File: src/rtl/simt_txn_stack.sv
module simt_txn_stack #(
  parameter int LANES = 8,
  parameter int PC_W = 16,
  parameter int DEPTH = 16,
  parameter logic [PC_W-1:0] RESET_PC = '0
) (
  input  logic             clk,
  input  logic             rst_n,
  input  logic             step_valid,
  input  logic [PC_W-1:0]  step_pc,
  input  logic             div_valid,
  input  logic [LANES-1:0] div_taken_mask,
  input  logic [PC_W-1:0]  div_taken_pc,
  input  logic [LANES-1:0] div_nt_mask,
  input  logic [PC_W-1:0]  div_nt_pc,
  input  logic [PC_W-1:0]  div_rpc,
  input  logic             reconv_valid,
  input  logic             tx_begin,
  input  logic [PC_W-1:0]  tx_restart_pc,
  input  logic             tx_commit,
  input  logic [LANES-1:0] tx_fail_mask,
  input  logic [PC_W-1:0]  tx_after_pc,
  output logic [PC_W-1:0]  cur_pc,
  output logic [LANES-1:0] cur_mask,
  output logic [1:0]       cur_type,
  output logic [$clog2(DEPTH+1)-1:0] depth,
  output logic             ovf_err,
  output logic             proto_err
);
  localparam int SP_W = $clog2(DEPTH);
  localparam int DEP_W = $clog2(DEPTH+1);
  localparam logic [1:0] KIND_PATH = 2'd0;
  localparam logic [1:0] KIND_RESTART = 2'd1;
  localparam logic [1:0] KIND_ATTEMPT = 2'd2;

  logic [PC_W-1:0]  pc_q   [DEPTH];
  logic [LANES-1:0] mask_q [DEPTH];
  logic [1:0]       kind_q [DEPTH];
  logic [SP_W-1:0]  sp_q;

  wire [SP_W-1:0] sp_up1 = sp_q + SP_W'(1);
  wire [SP_W-1:0] sp_up2 = sp_q + SP_W'(2);
  wire [SP_W-1:0] sp_dn1 = sp_q - SP_W'(1);
  wire [SP_W-1:0] sp_dn2 = sp_q - SP_W'(2);

  wire room2     = (int'(sp_q) + 2) <= (DEPTH - 1);
  wire top_is_at = kind_q[sp_q] == KIND_ATTEMPT;
  wire commit_ok = tx_commit && top_is_at;
  wire reconv_ok = kind_q[sp_q] == KIND_PATH && sp_q != '0;
  wire two_paths = (|div_taken_mask) && (|div_nt_mask);
  wire [LANES-1:0] retry = mask_q[sp_dn1] | (tx_fail_mask & mask_q[sp_q]);

  assign cur_pc   = pc_q[sp_q];
  assign cur_mask = mask_q[sp_q];
  assign cur_type = kind_q[sp_q];
  assign depth    = DEP_W'(sp_q) + DEP_W'(1);

  always_ff @(posedge clk) begin
    if (!rst_n) begin
      for (int i = 0; i < DEPTH; i++) begin
        pc_q[i]   <= RESET_PC;
        mask_q[i] <= '1;
        kind_q[i] <= KIND_PATH;
      end
      sp_q      <= '0;
      ovf_err   <= 1'b0;
      proto_err <= 1'b0;
    end else if (tx_commit) begin
      if (!top_is_at) begin
        proto_err <= 1'b1;
      end else begin
        pc_q[sp_dn2] <= tx_after_pc;
        if (|retry) begin
          mask_q[sp_q]   <= retry;
          pc_q[sp_q]     <= pc_q[sp_dn1];
          mask_q[sp_dn1] <= '0;
        end else begin
          sp_q <= sp_dn2;
        end
      end
    end else if (tx_begin) begin
      if (!room2) begin
        ovf_err <= 1'b1;
      end else begin
        pc_q[sp_up1]   <= tx_restart_pc;
        mask_q[sp_up1] <= '0;
        kind_q[sp_up1] <= KIND_RESTART;
        pc_q[sp_up2]   <= tx_restart_pc;
        mask_q[sp_up2] <= mask_q[sp_q];
        kind_q[sp_up2] <= KIND_ATTEMPT;
        sp_q           <= sp_up2;
      end
    end else if (div_valid) begin
      if (two_paths) begin
        if (!room2) begin
          ovf_err <= 1'b1;
        end else begin
          pc_q[sp_q]     <= div_rpc;
          pc_q[sp_up1]   <= div_nt_pc;
          mask_q[sp_up1] <= div_nt_mask;
          kind_q[sp_up1] <= KIND_PATH;
          pc_q[sp_up2]   <= div_taken_pc;
          mask_q[sp_up2] <= div_taken_mask;
          kind_q[sp_up2] <= KIND_PATH;
          sp_q           <= sp_up2;
        end
      end else if (|div_taken_mask) begin
        pc_q[sp_q] <= div_taken_pc;
      end else if (|div_nt_mask) begin
        pc_q[sp_q] <= div_nt_pc;
      end
    end else if (reconv_valid) begin
      if (reconv_ok) sp_q <= sp_dn1;
      else proto_err <= 1'b1;
    end else if (step_valid) begin
      pc_q[sp_q] <= step_pc;
    end
  end

  AST_ONE_EVENT: assert property (@(posedge clk) disable iff (!rst_n)
    $onehot0({step_valid, div_valid, reconv_valid, tx_begin, tx_commit}));
  AST_TOP_SANE: assert property (@(posedge clk) disable iff (!rst_n)
    (cur_type != KIND_RESTART) && (cur_mask != '0));
  AST_BEGIN_PUSH: assert property (@(posedge clk) disable iff (!rst_n)
    (tx_begin && room2) |=> (cur_type == KIND_ATTEMPT && depth == $past(depth) + 2'd2));
  AST_RETRY_LOOP: assert property (@(posedge clk) disable iff (!rst_n)
    (commit_ok && (|retry)) |=> (cur_type == KIND_ATTEMPT && $stable(depth)
      && (cur_mask & ~$past(cur_mask)) == '0));
  AST_COMMIT_EXIT: assert property (@(posedge clk) disable iff (!rst_n)
    (commit_ok && retry == '0) |=> (depth == $past(depth) - 2'd2 && cur_pc == $past(tx_after_pc)));
  AST_RECONV_POP: assert property (@(posedge clk) disable iff (!rst_n)
    (reconv_valid && reconv_ok) |=> (depth == $past(depth) - 1'b1));
  AST_BAD_COMMIT: assert property (@(posedge clk) disable iff (!rst_n)
    (tx_commit && !top_is_at) |=> (proto_err && $stable(depth)));
  AST_OVF_STICKY: assert property (@(posedge clk) disable iff (!rst_n)
    ovf_err |=> ovf_err);
  AST_PROTO_STICKY: assert property (@(posedge clk) disable iff (!rst_n)
    proto_err |=> proto_err);
endmodule

File: config.mk
export PLATFORM = sky130hd
export DESIGN_NAME = simt_txn_stack
export DESIGN_NICKNAME = d
export VERILOG_FILES = /design/src/rtl/simt_txn_stack.sv
export SDC_FILE = /design/constraint.sdc
export NUM_CORES = 1
export LEC_CHECK = 0
export BUFFER_PORTS_ARGS = -buffer_cell sky130_fd_sc_hd__buf_2
export CAP_MARGIN = 5
export CELL_PAD_IN_SITES_DETAIL_PLACEMENT = 1
export CELL_PAD_IN_SITES_GLOBAL_PLACEMENT = 2
export CORE_UTILIZATION = 43
export DETAILED_ROUTE_END_ITERATION = 7
export GPL_TIMING_DRIVEN = 0
export HOLD_SLACK_MARGIN = 0.06
export PLACE_DENSITY_LB_ADDON = 0.1
export SLEW_MARGIN = 5
export SYNTH_ARGS = -nofsm -noshare
export SYNTH_HDL_FRONTEND = slang
export SYNTH_SLANG_ARGS = --single-unit
File: constraint.sdc
create_clock -name clk -period 7 [get_ports clk]
set_clock_uncertainty 0.2 [all_clocks]
set_input_delay 0.35 -clock clk [delete_from_list [all_inputs] [get_ports clk]]
set_output_delay 0.35 -clock clk [all_outputs]
set_load 0.005 [all_outputs]
-- Yosys cells after proc, flatten, opt, wreduce, memory -nomap -nowiden
Memories as Yosys holds them, arrays and structs flattened. A register that Yosys moved wholly into a read port is not among the register bits.
Cells that the tools add are included.
- add/subtract/negate cells: 6
- order comparisons: 1
- equal/unequal tests: 8
- mux-type cells: 108
- bitwise logic cells: 13
- reductions and logical operators: 25
- operators by type and width (kind ; number):
    two-way mux 16 bit ; 10
    two-way mux 4 bit ; 25
    OR reduction 16 bit ; 4
    two-way mux 1 bit ; 63
    OR reduction 8 bit ; 7
    two-way mux 8 bit ; 6
    nonzero test 4 bit ; 3
    bitwise OR 1 bit ; 10
    AND reduction 5 bit ; 2
    bitwise AND 8 bit ; 1
    two-way mux 2 bit ; 4
    bitwise OR 8 bit ; 1
    inequality test 2 x 1 -> 1 bit (second input constant) ; 3
    inequality test 2 bit (second input constant) ; 3
    nonzero test 2 bit ; 3
    adder 4 x 1 -> 5 bit (second input constant) ; 1
    adder 4 x 2 -> 5 bit (second input constant) ; 1
    <= comparator 5 x 4 -> 1 bit (second input constant) ; 1
    adder 4 x 1 -> 4 bit (second input constant) ; 1
    adder 4 x 2 -> 4 bit (second input constant) ; 1
    inequality test 4 x 1 -> 1 bit (second input constant) ; 1
    OR reduction 2 bit ; 2
    subtractor 4 x 1 -> 4 bit (second input constant) ; 1
    subtractor 4 x 2 -> 4 bit (second input constant) ; 1
    5 further kinds ; 6
- register bits after elaboration: 6
- RAM bits: 416
- bits of input ports: 127
- output and inout bits: 33
- logic and storage cells: 167
- memories kept: 3
- memories (name ; words ; width ; rd ports ; clocked after Yosys merged registers in ; wr ports ; line ; text):
    pc_q ; 16 ; 16 ; 2 ; 1 ; 16 ; 36 ; logic [PC_W-1:0] pc_q [DEPTH];
    mask_q ; 16 ; 8 ; 2 ; 1 ; 16 ; 37 ; logic [LANES-1:0] mask_q [DEPTH];
    kind_q ; 16 ; 2 ; 1 ; 1 ; 16 ; 38 ; logic [1:0] kind_q [DEPTH];

-- Longest topological paths before layout
Gate-level depths: netlist of the first run.
- depth after elaboration: 15
- depth in mapped cells: 20
- gate-level depth less buffers: 11

-- Least setup slack after synthesis of the first run
Ideal clock, no wire load.
- kind: register -> register
- start: register sp_q[0]
- end: memory pc_q[7][0] (enable)
- setup time: 0.467 ns
- arrival time: 4.987 ns
- required time: 6.333 ns
- setup slack: 1.346 ns
- stages on the path, launching flop included: 19
- path buffers: 8
- period minus slack after synthesis: 5.654 ns
- path through: dfxtp_1 -> buf_2 -> buf_4 -> buf_4 -> buf_2 -> clkinv_1 -> ha_1 -> clkbuf_1 -> clkbuf_1 -> mux4_2 -> nand2_1 -> nand2_1 -> a221oi_1 -> nand4_1 -> o21ai_2 -> and2_4 -> buf_2 -> buf_1 -> o2111ai_1
- RTL lines (what ; line ; text):
    from (decl) ; 39 ; logic [SP_W-1:0] sp_q;
    from (signal assigned) ; 78 ; sp_q <= sp_dn2;
    from (signal assigned) ; 91 ; sp_q <= sp_up2;
    from (signal assigned) ; 105 ; sp_q <= sp_up2;
    to (decl) ; 36 ;

==> results.py, run 1 <==
metrics = {
    "job": {
        "drv_cap": 3,
    },
    "logic_synthesis": {
        "synthArstFlopShare": 0,
        "synth.avg_cell_area_um2": 11.5,
        "yosysWarnings": 0,
        "synth.distinct_cells": 74,
        "synth_nets": 2602,
        "synth_area_leaders": "edfxtp_1 42%, mux4_2 18%, nand2_1 5.6%",
        "synth-edff-count": 400,
        "synthFlopType": "edfxtp_1",
        "synth_seq_area_share": 0.442,
        "netlist_area_mm2": 0.0284,
        "synthCells": 2466,
        "yosys.area.top_type": "edfxtp_1",
        "ys_ff_latch": 426,
        "synth_top_area_share": 0.424,
    },
    "routing": {
        "route.met3.wl_um": 18000,
        "vias": 26900,
        "topRoutingLayerUsed": "met5",
        "wirelength_um": 151000,
        "dr.first_iter.drc_count": 4040,
        "viasPerCell": 7.48,
        "wire_per_inst_um": 41.8,
        "drc": 0,
        "drtPass1Iterations": 8,
        "dr_wl_met2_um": 64700,
        "ant_nets": 0,
        "wl_met1_um": 54900,
    },
    "worst_setup_path": {
        "crit_type": "reg2reg",
        "cpMostUsedCell": "buf_4",
        "reg2regPathDepth": 19,
        "start_kind": "register",
        "r2r_end": "mask_q[2][1]",
        "crit_path_end_kind": "register",
        "reg2reg_slack_ns": 0.08,
        "r2r-start": "sp_q[0]",
        "cp_slowest_cell": "nor2_1",
        "critical_path.max_fanout": 11,
        "cpPeakStageDelay_ns": 0.95,
        "crit_required_ns": 7.10,
        "worstPathCellList": "buf_4 -> buf_4 -> buf_4 -> buf_4 -> clkinv_2 -> ha_1 -> xor2_4 -> clkbuf_2 -> nand2_1 -> a21oi_1 -> a221oi_2 -> buf_4 -> nand4_1 -> buf_4 -> o21ai_4 -> buf_2 -> o32a_1 -> nor2_1 -> or3_4",
        "critical_path_arrival_ns": 7.02,
    },
    "cts": {
        "htree_num_levels": 2,
        "clock_sinks": 426,
        "cts_buffer_depth": 3,
        "clock_latency_ns": 0.63,
        "cts_tree": "built",
        "clkSlewWorstSetupHoldPaths_ns": 0.06,
        "root_buffer": "clkbuf_16",
        "numCtsBuffers": 50,
    },
    "cells_and_area": {
        "fillerInstances": 6806,
        "final_common_cell": "nand2_1",
        "drive_gt1_frac": 0.250,
        "layout_common_cells": "425 x nand2_1, 400 x edfxtp_1, 232 x mux4_2",
        "syn_to_final_growth_pct": 15.5,
        "final_net_count": 2842,
        "stdcell_count": 3598,
    },
    "pwr": {
        "p_leak_nw": 10.3,
        "vdd_drop_max_mv": 0.187,
        "p_per_area_mw_per_mm2": 261,
    },
    "timing": {
        "tightestPinTransition_ns": 1.52,
        "fin_crit_sh": 0.989,
        "setup_viol": 0,
        "tns_ns": 0,
        "hold_violations": 0,
        "setup_ws_ns": 0.0788,
        "fmax_mhz": 144,
        "slew_viol_final": 21,
        "max_slew_margin": -0.0122,
        "period_minus_slack_ns": 6.92,
        "rsz0062_at_grt": "no",
    },
    "floorplan": {
        "die_y_um": 259,
        "die_w_um": 259,
        "row_count": 93,
        "start_util": 0.438,
        "core_mm2": 0.0648,
        "io-pin-count": 160,
        "fp.dieArea_mm2": 0.0670,
    },
    "placed_design": {
        "port_buffers": 159,
        "detailedPlace.worstSlack_ns": -2.45,
        "hpwlAfterDp_um": 114000,
        "dpl.cell_count": 3492,
        "gp_routability_congestion": 1.06,
    },
    "grt": {
        "grt_max_degree": 17,
        "overflow": 0,
        "grt_util_all_layers": 0.448,
        "grt_pass1_vias": 27100,
        "antenna_found_initial": 3,
        "grt_first_pass_wirelength_um": 208000,
    },
    "run_status": {
        "outcome": "finished with violations",
        "violations": "capacitance limit, slew limit",
    },
    "hold_path": {
        "min_path_type": "in2reg",
        "hold_depth": 4,
        "worstHoldStart": "tx_after_pc[6]",
        "min_to": "pc_q[3][6]",
    },
}
==> power breakdown <==
| part | switching (W) | total [W] | internal, W | leakage [nW] |
|---|---|---|---|---|
| logic | 0.00181 | 0.00264 | 0.000827 | 5.57 |
| clock network | 0.00118 | 0.00281 | 0.00163 | 0.808 |
| registers | 0.000101 | 0.00310 | 0.00300 | 3.95 |
==> timing repair <==
action                                  in CTS  in global routing
pin swaps                                    1                  7
gates cloned                                 0                  0
hold buffers                                 9                  0
hold endpoints to repair                     6                  0
endpoints found under the setup margin     774                304
setup buffers                                2                  7
resized for setup                           34                 27
==> through the flow <==
stage               instance area, um2  hold slack, ns  utilization  total power [W]
floorplan                        28400           0.259            -          0.00454
global placement                 30200           0.260        0.466          0.00554
detailed placement               30700           0.270        0.473          0.00564
CTS                              32600          0.0671        0.503          0.00839
global route                     32800           0.124        0.506          0.00867
finish                           32800          0.0731        0.506          0.00855
==> cell families after synthesis <==
kind of cell,after synthesis,share of synthesized area
muxes,246,0.189
xor gates and xnor gates,9,0.00278
buffers and inverters,281,0.0426
DFF,426,0.442
AOI/OAI and AO/OA,666,0.193
adders and majority gates,9,0.00397
and+or+nand+nor,829,0.126
==> cell usage after synthesis, drive strengths merged (11+ instances only) <==
cell	instances
a221o	25
mux2i	11
nand3	82
o22ai	16
edfxtp	400
o21ai	58
nand2b	14
inv	14
buf	114
clkbuf	152
o211ai	12
a211oi	11
a22oi	166
mux4	232
a31oi	36
a221oi	32
a21oi	48
and2	41
nor2	192
nand2	426
o221ai	190
or3	32
nor3	11
dfxtp	26
o2111ai	24
==> worst max-delay path: cells and delay by family, from the launching register on <==
family	cells	cell delay [ns]
AOI/OAI and AO/OA	4	0.97
xor gates and xnor gates	1	0.43
adders and majority gates	1	0.38
buffers and inverters	9	2.60
DFF	1	0.43
and+or+nand+nor	4	1.54
==> state kept, by name (all words and copies together), names as in the netlist, named ones only <==
name,cells
ovf_err,1
kind_q,32
mask_q,128
sp_q,4
pc_q,256
proto_err,1
==> area by class of cell <==
| class | count | area, um2 | area share |
|---|---|---|---|
| multi-input cells | 1759 | 15000 | 0.458 |
| inverters | 15 | 57.6 | 0.00176 |
| flip-flops and latches | 426 | 12500 | 0.382 |
| clock inverters | 28 | 350 | 0.0107 |
| repair buffers | 189 | 1230 | 0.0377 |
| well taps | 855 | 1070 | 0.0326 |
| plain buffers | 265 | 1180 | 0.0361 |
| clock buffers | 60 | 1320 | 0.0403 |
| diodes | 1 | 2.50 | 0.0000764 |
==> routing by layer <==
layer | vias up | global-route usage
met2 | 2247 | 0.665
li1 | 10500 | -
met3 | 503 | 0.118
met4 | 2 | 0.319
met1 | 13700 | 0.568
met5 | - | 0
==> worst max-delay path by stage <==
| stage | startpoint | to |
|---|---|---|
| after floorplan | sp_q[0] | pc_q[7][0] |
| after global placement | sp_q[0] | pc_q[7][10] |
| after detailed placement | sp_q[0] | pc_q[0][10] |
| after CTS | sp_q[0] | pc_q[2][10] |
| after global routing | sp_q[0] | pc_q[7][11] |
| final | sp_q[0] | mask_q[2][1] |
Power figures use the tool's default switching activity.
==> run 2, diff against run 1 <==
Settings changed: CORE_ASPECT_RATIO set to 1.4.
==> run 2 against run 1 <==
Compared with the run above: the flow still finishes with violations (capacitance limit, slew limit); via count rose by 0.51%; sequential cell count did not move; sequential power barely moved; critical path depth fell by 4; cell area fell by 0.89%; maximum frequency fell by 0.66%; wire length rose by 2.4%; critical endpoint is now pc_q[3][0]; global-route usage rose by 1.2 points; largest power group unchanged.
==> results.py, run 2 (same netlist as run 1, synthesis figures left out) <==
metrics = {
    "pwr": {
        "p_sw_frac": 0.373,
        "p_per_area_mw_per_mm2": 255,
        "p_switching_w": 0.00310,
        "seqPwrFrac": 0.375,
        "clkPwrFrac": 0.304,
        "p_int_w": 0.00520,
        "p_total_w": 0.00829,
        "vdd_drop_max_mv": 0.191,
        "p_leak_nw": 10.2,
        "p_comb_frac": 0.321,
    },
    "timing": {
        "fmax_mhz": 144,
        "slew_viol_final": 18,
        "fin_crit_sh": 0.995,
        "setup_viol": 0,
        "max_slew_margin": -0.0166,
        "period_minus_slack_ns": 6.97,
        "hold_violations": 0,
        "tightestPinTransition_ns": 1.52,
        "rsz0062_at_grt": "yes",
        "setup_ws_ns": 0.0326,
    },
    "worst_setup_path": {
        "crit_required_ns": 7.30,
        "critical_path_arrival_ns": 7.26,
        "worst-path-buf-inv": 9,
        "start_kind": "register",
        "critical_path.max_fanout": 11,
        "cpMostUsedCell": "buf_4",
        "crit_path_end_kind": "register",
        "worstPathCellList": "buf_4 -> buf_4 -> buf_6 -> buf_4 -> clkinv_2 -> ha_2 -> clkbuf_4 -> buf_4 -> clkbuf_4 -> clkbuf_2 -> nand4_1 -> o31ai_1 -> nand2_1 -> nor3_2 -> a221o_1",
        "cpPeakStageDelay_ns": 1.14,
        "cp_slowest_cell": "nor3_2",
        "crit_type": "reg2reg",
        "cp_top_family": "buffers and inverters",
    },
    "routing": {
        "wirelength_um": 154000,
        "drc": 0,
        "vias": 27100,
        "drtPass1Iterations": 6,
        "dr.first_iter.drc_count": 3625,
        "wire_per_inst_um": 43.0,
        "ant_nets": 0,
        "viasPerCell": 7.54,
    },
    "cells_and_area": {
        "design_area_mm2": 0.0325,
        "regArea_mm2": 0.0125,
        "final_net_count": 2836,
        "regMostFlops": "pc_q",
        "fillerInstances": 6941,
        "multi_input_area_mm2": 0.0150,
        "stdcell_count": 3586,
        "syn_to_final_growth_pct": 14.5,
        "fin_util": 0.496,
        "drive_gt1_frac": 0.248,
        "final_common_cell": "nand2_1",
        "layout_common_cells": "425 x nand2_1, 400 x edfxtp_1, 232 x mux4_2",
        "largestRegisters": "pc_q: 256 flops, mask_q: 128 flops, kind_q: 32 flops",
        "largest_reg_flops": 256,
    },
    "cts": {
        "cts_tree": "built",
        "numCtsBuffers": 46,
        "htree_num_levels": 2,
        "clkSlewWorstSetupHoldPaths_ns": 0.07,
        "clock_sinks": 426,
        "root_buffer": "clkbuf_16",
        "clock_latency_ns": 0.63,
        "cts_buffer_depth": 3,
    },
    "grt": {
        "grt_pass1_vias": 27400,
        "overflow": 0,
        "grt_first_pass_wirelength_um": 211000,
        "grt_util_all_layers": 0.460,
        "antenna_found_initial": 9,
        "grt_max_degree": 17,
    },
    "placed_design": {
        "detailedPlace.worstSlack_ns": -2.54,
        "dpl_cell_area_mm2": 0.0307,
        "hpwlAfterDp_um": 118000,
        "gp_routability_congestion": 1.09,
        "dpl.cell_count": 3484,
        "port_buffers": 159,
    },
    "floorplan": {
        "start_util": 0.434,
        "core_mm2": 0.0654,
        "io-pin-count": 160,
        "die_w_um": 219,
        "row_count": 111,
        "fp.dieArea_mm2": 0.0670,
        "die_y_um": 306,
    },
    "hold_path": {
        "min_path_type": "in2reg",
    },
    "run_status": {
        "violations": "capacitance limit, slew limit",
        "outcome": "finished with violations",
    },
    "job": {
        "drv_cap": 3,
    },
}
## run 2: cell count changes in the layout (fill, tap and decap cells not counted), moves of 3 or more
cell           before  now
clkinv_2            9   12
or3_4              11    7
clkinv_1            6    2
bufinv_16           8    4
buf_12             11    7
diode_2             1    6
dlygate4sd3_1       9    6
buf_4              13   16
or3_1              21   25
clkbuf_1          146  152
clkbuf_16          51   46
## run 2: metal layers
| metal | routed length [um] | share of wire | GRT usage | vias to the layer above |
|---|---|---|---|---|
| li1 | - | - | - | 10500 |
| met1 | 50200 | 0.33 | 0.507 | 13600 |
| met2 | 71300 | 0.46 | 0.724 | 2196 |
| met3 | 16000 | 0.10 | 0.131 | 739 |
| met4 | 16600 | 0.11 | 0.399 | 8 |
| met5 | 54 | 0.00035 | 0 | - |
## run 2: worst paths after layout
kind | from | slack (ns) | cells after the start | end
setup / recovery | sp_q[0] | 0.03 | 15 | pc_q[3][0]
hold / removal | div_taken_pc[4] | 0.07 | 5 | pc_q[9][4]
setup reg to reg | sp_q[0] | 0.03 | 15 | pc_q[3][0]
hold reg to reg | proto_err | 0.30 | 2 | proto_err
## run 2: cell type report
class,count,area share
Multi-Input combinational cell,1759,0.462
Tap cell,847,0.0326
Clock inverter,22,0.00705
Antenna cell,6,0.000462
Sequential cell,426,0.386
Inverter,15,0.00177
Buffer,265,0.0367
Clock buffer,59,0.0373
Timing Repair Buffer,187,0.0359
## run 2: through the flow
step | hold WS [ns] | setup TNS, ns
2_1_floorplan | 0.259 | 0
3_3_place_gp | 0.256 | -1125.04
3_5_place_dp | 0.268 | -936.09
4_1_cts | 0.0607 | 0
5_1_grt | 0.0861 | -0.0149
6_report | 0.0703 | 0
## run 2: worst min-delay path: stages
cell and delay, ns:
buf_2 0.12, nand2_1 0.06, nand2_1 0.13, nand2_1 0.07
o221ai_1 0.06
## run 2: repair_timing
action	CTS	global route
gates resized for setup	27	29
pin swaps	4	8
hold buffers	6	0
buffers inserted	6	4
endpoints found under the setup margin	774	367
hold endpoints to repair	5	0
## run 2: power groups by stage
stage                     Combinational, W  Clock, W  Sequential (W)
final                              0.00266   0.00252         0.00311
after detailed placement           0.00250         0         0.00316
after global placement             0.00242         0         0.00315
after CTS                          0.00254   0.00249         0.00310
after floorplan                    0.00144         0         0.00310
after global routing               0.00271   0.00255         0.00312
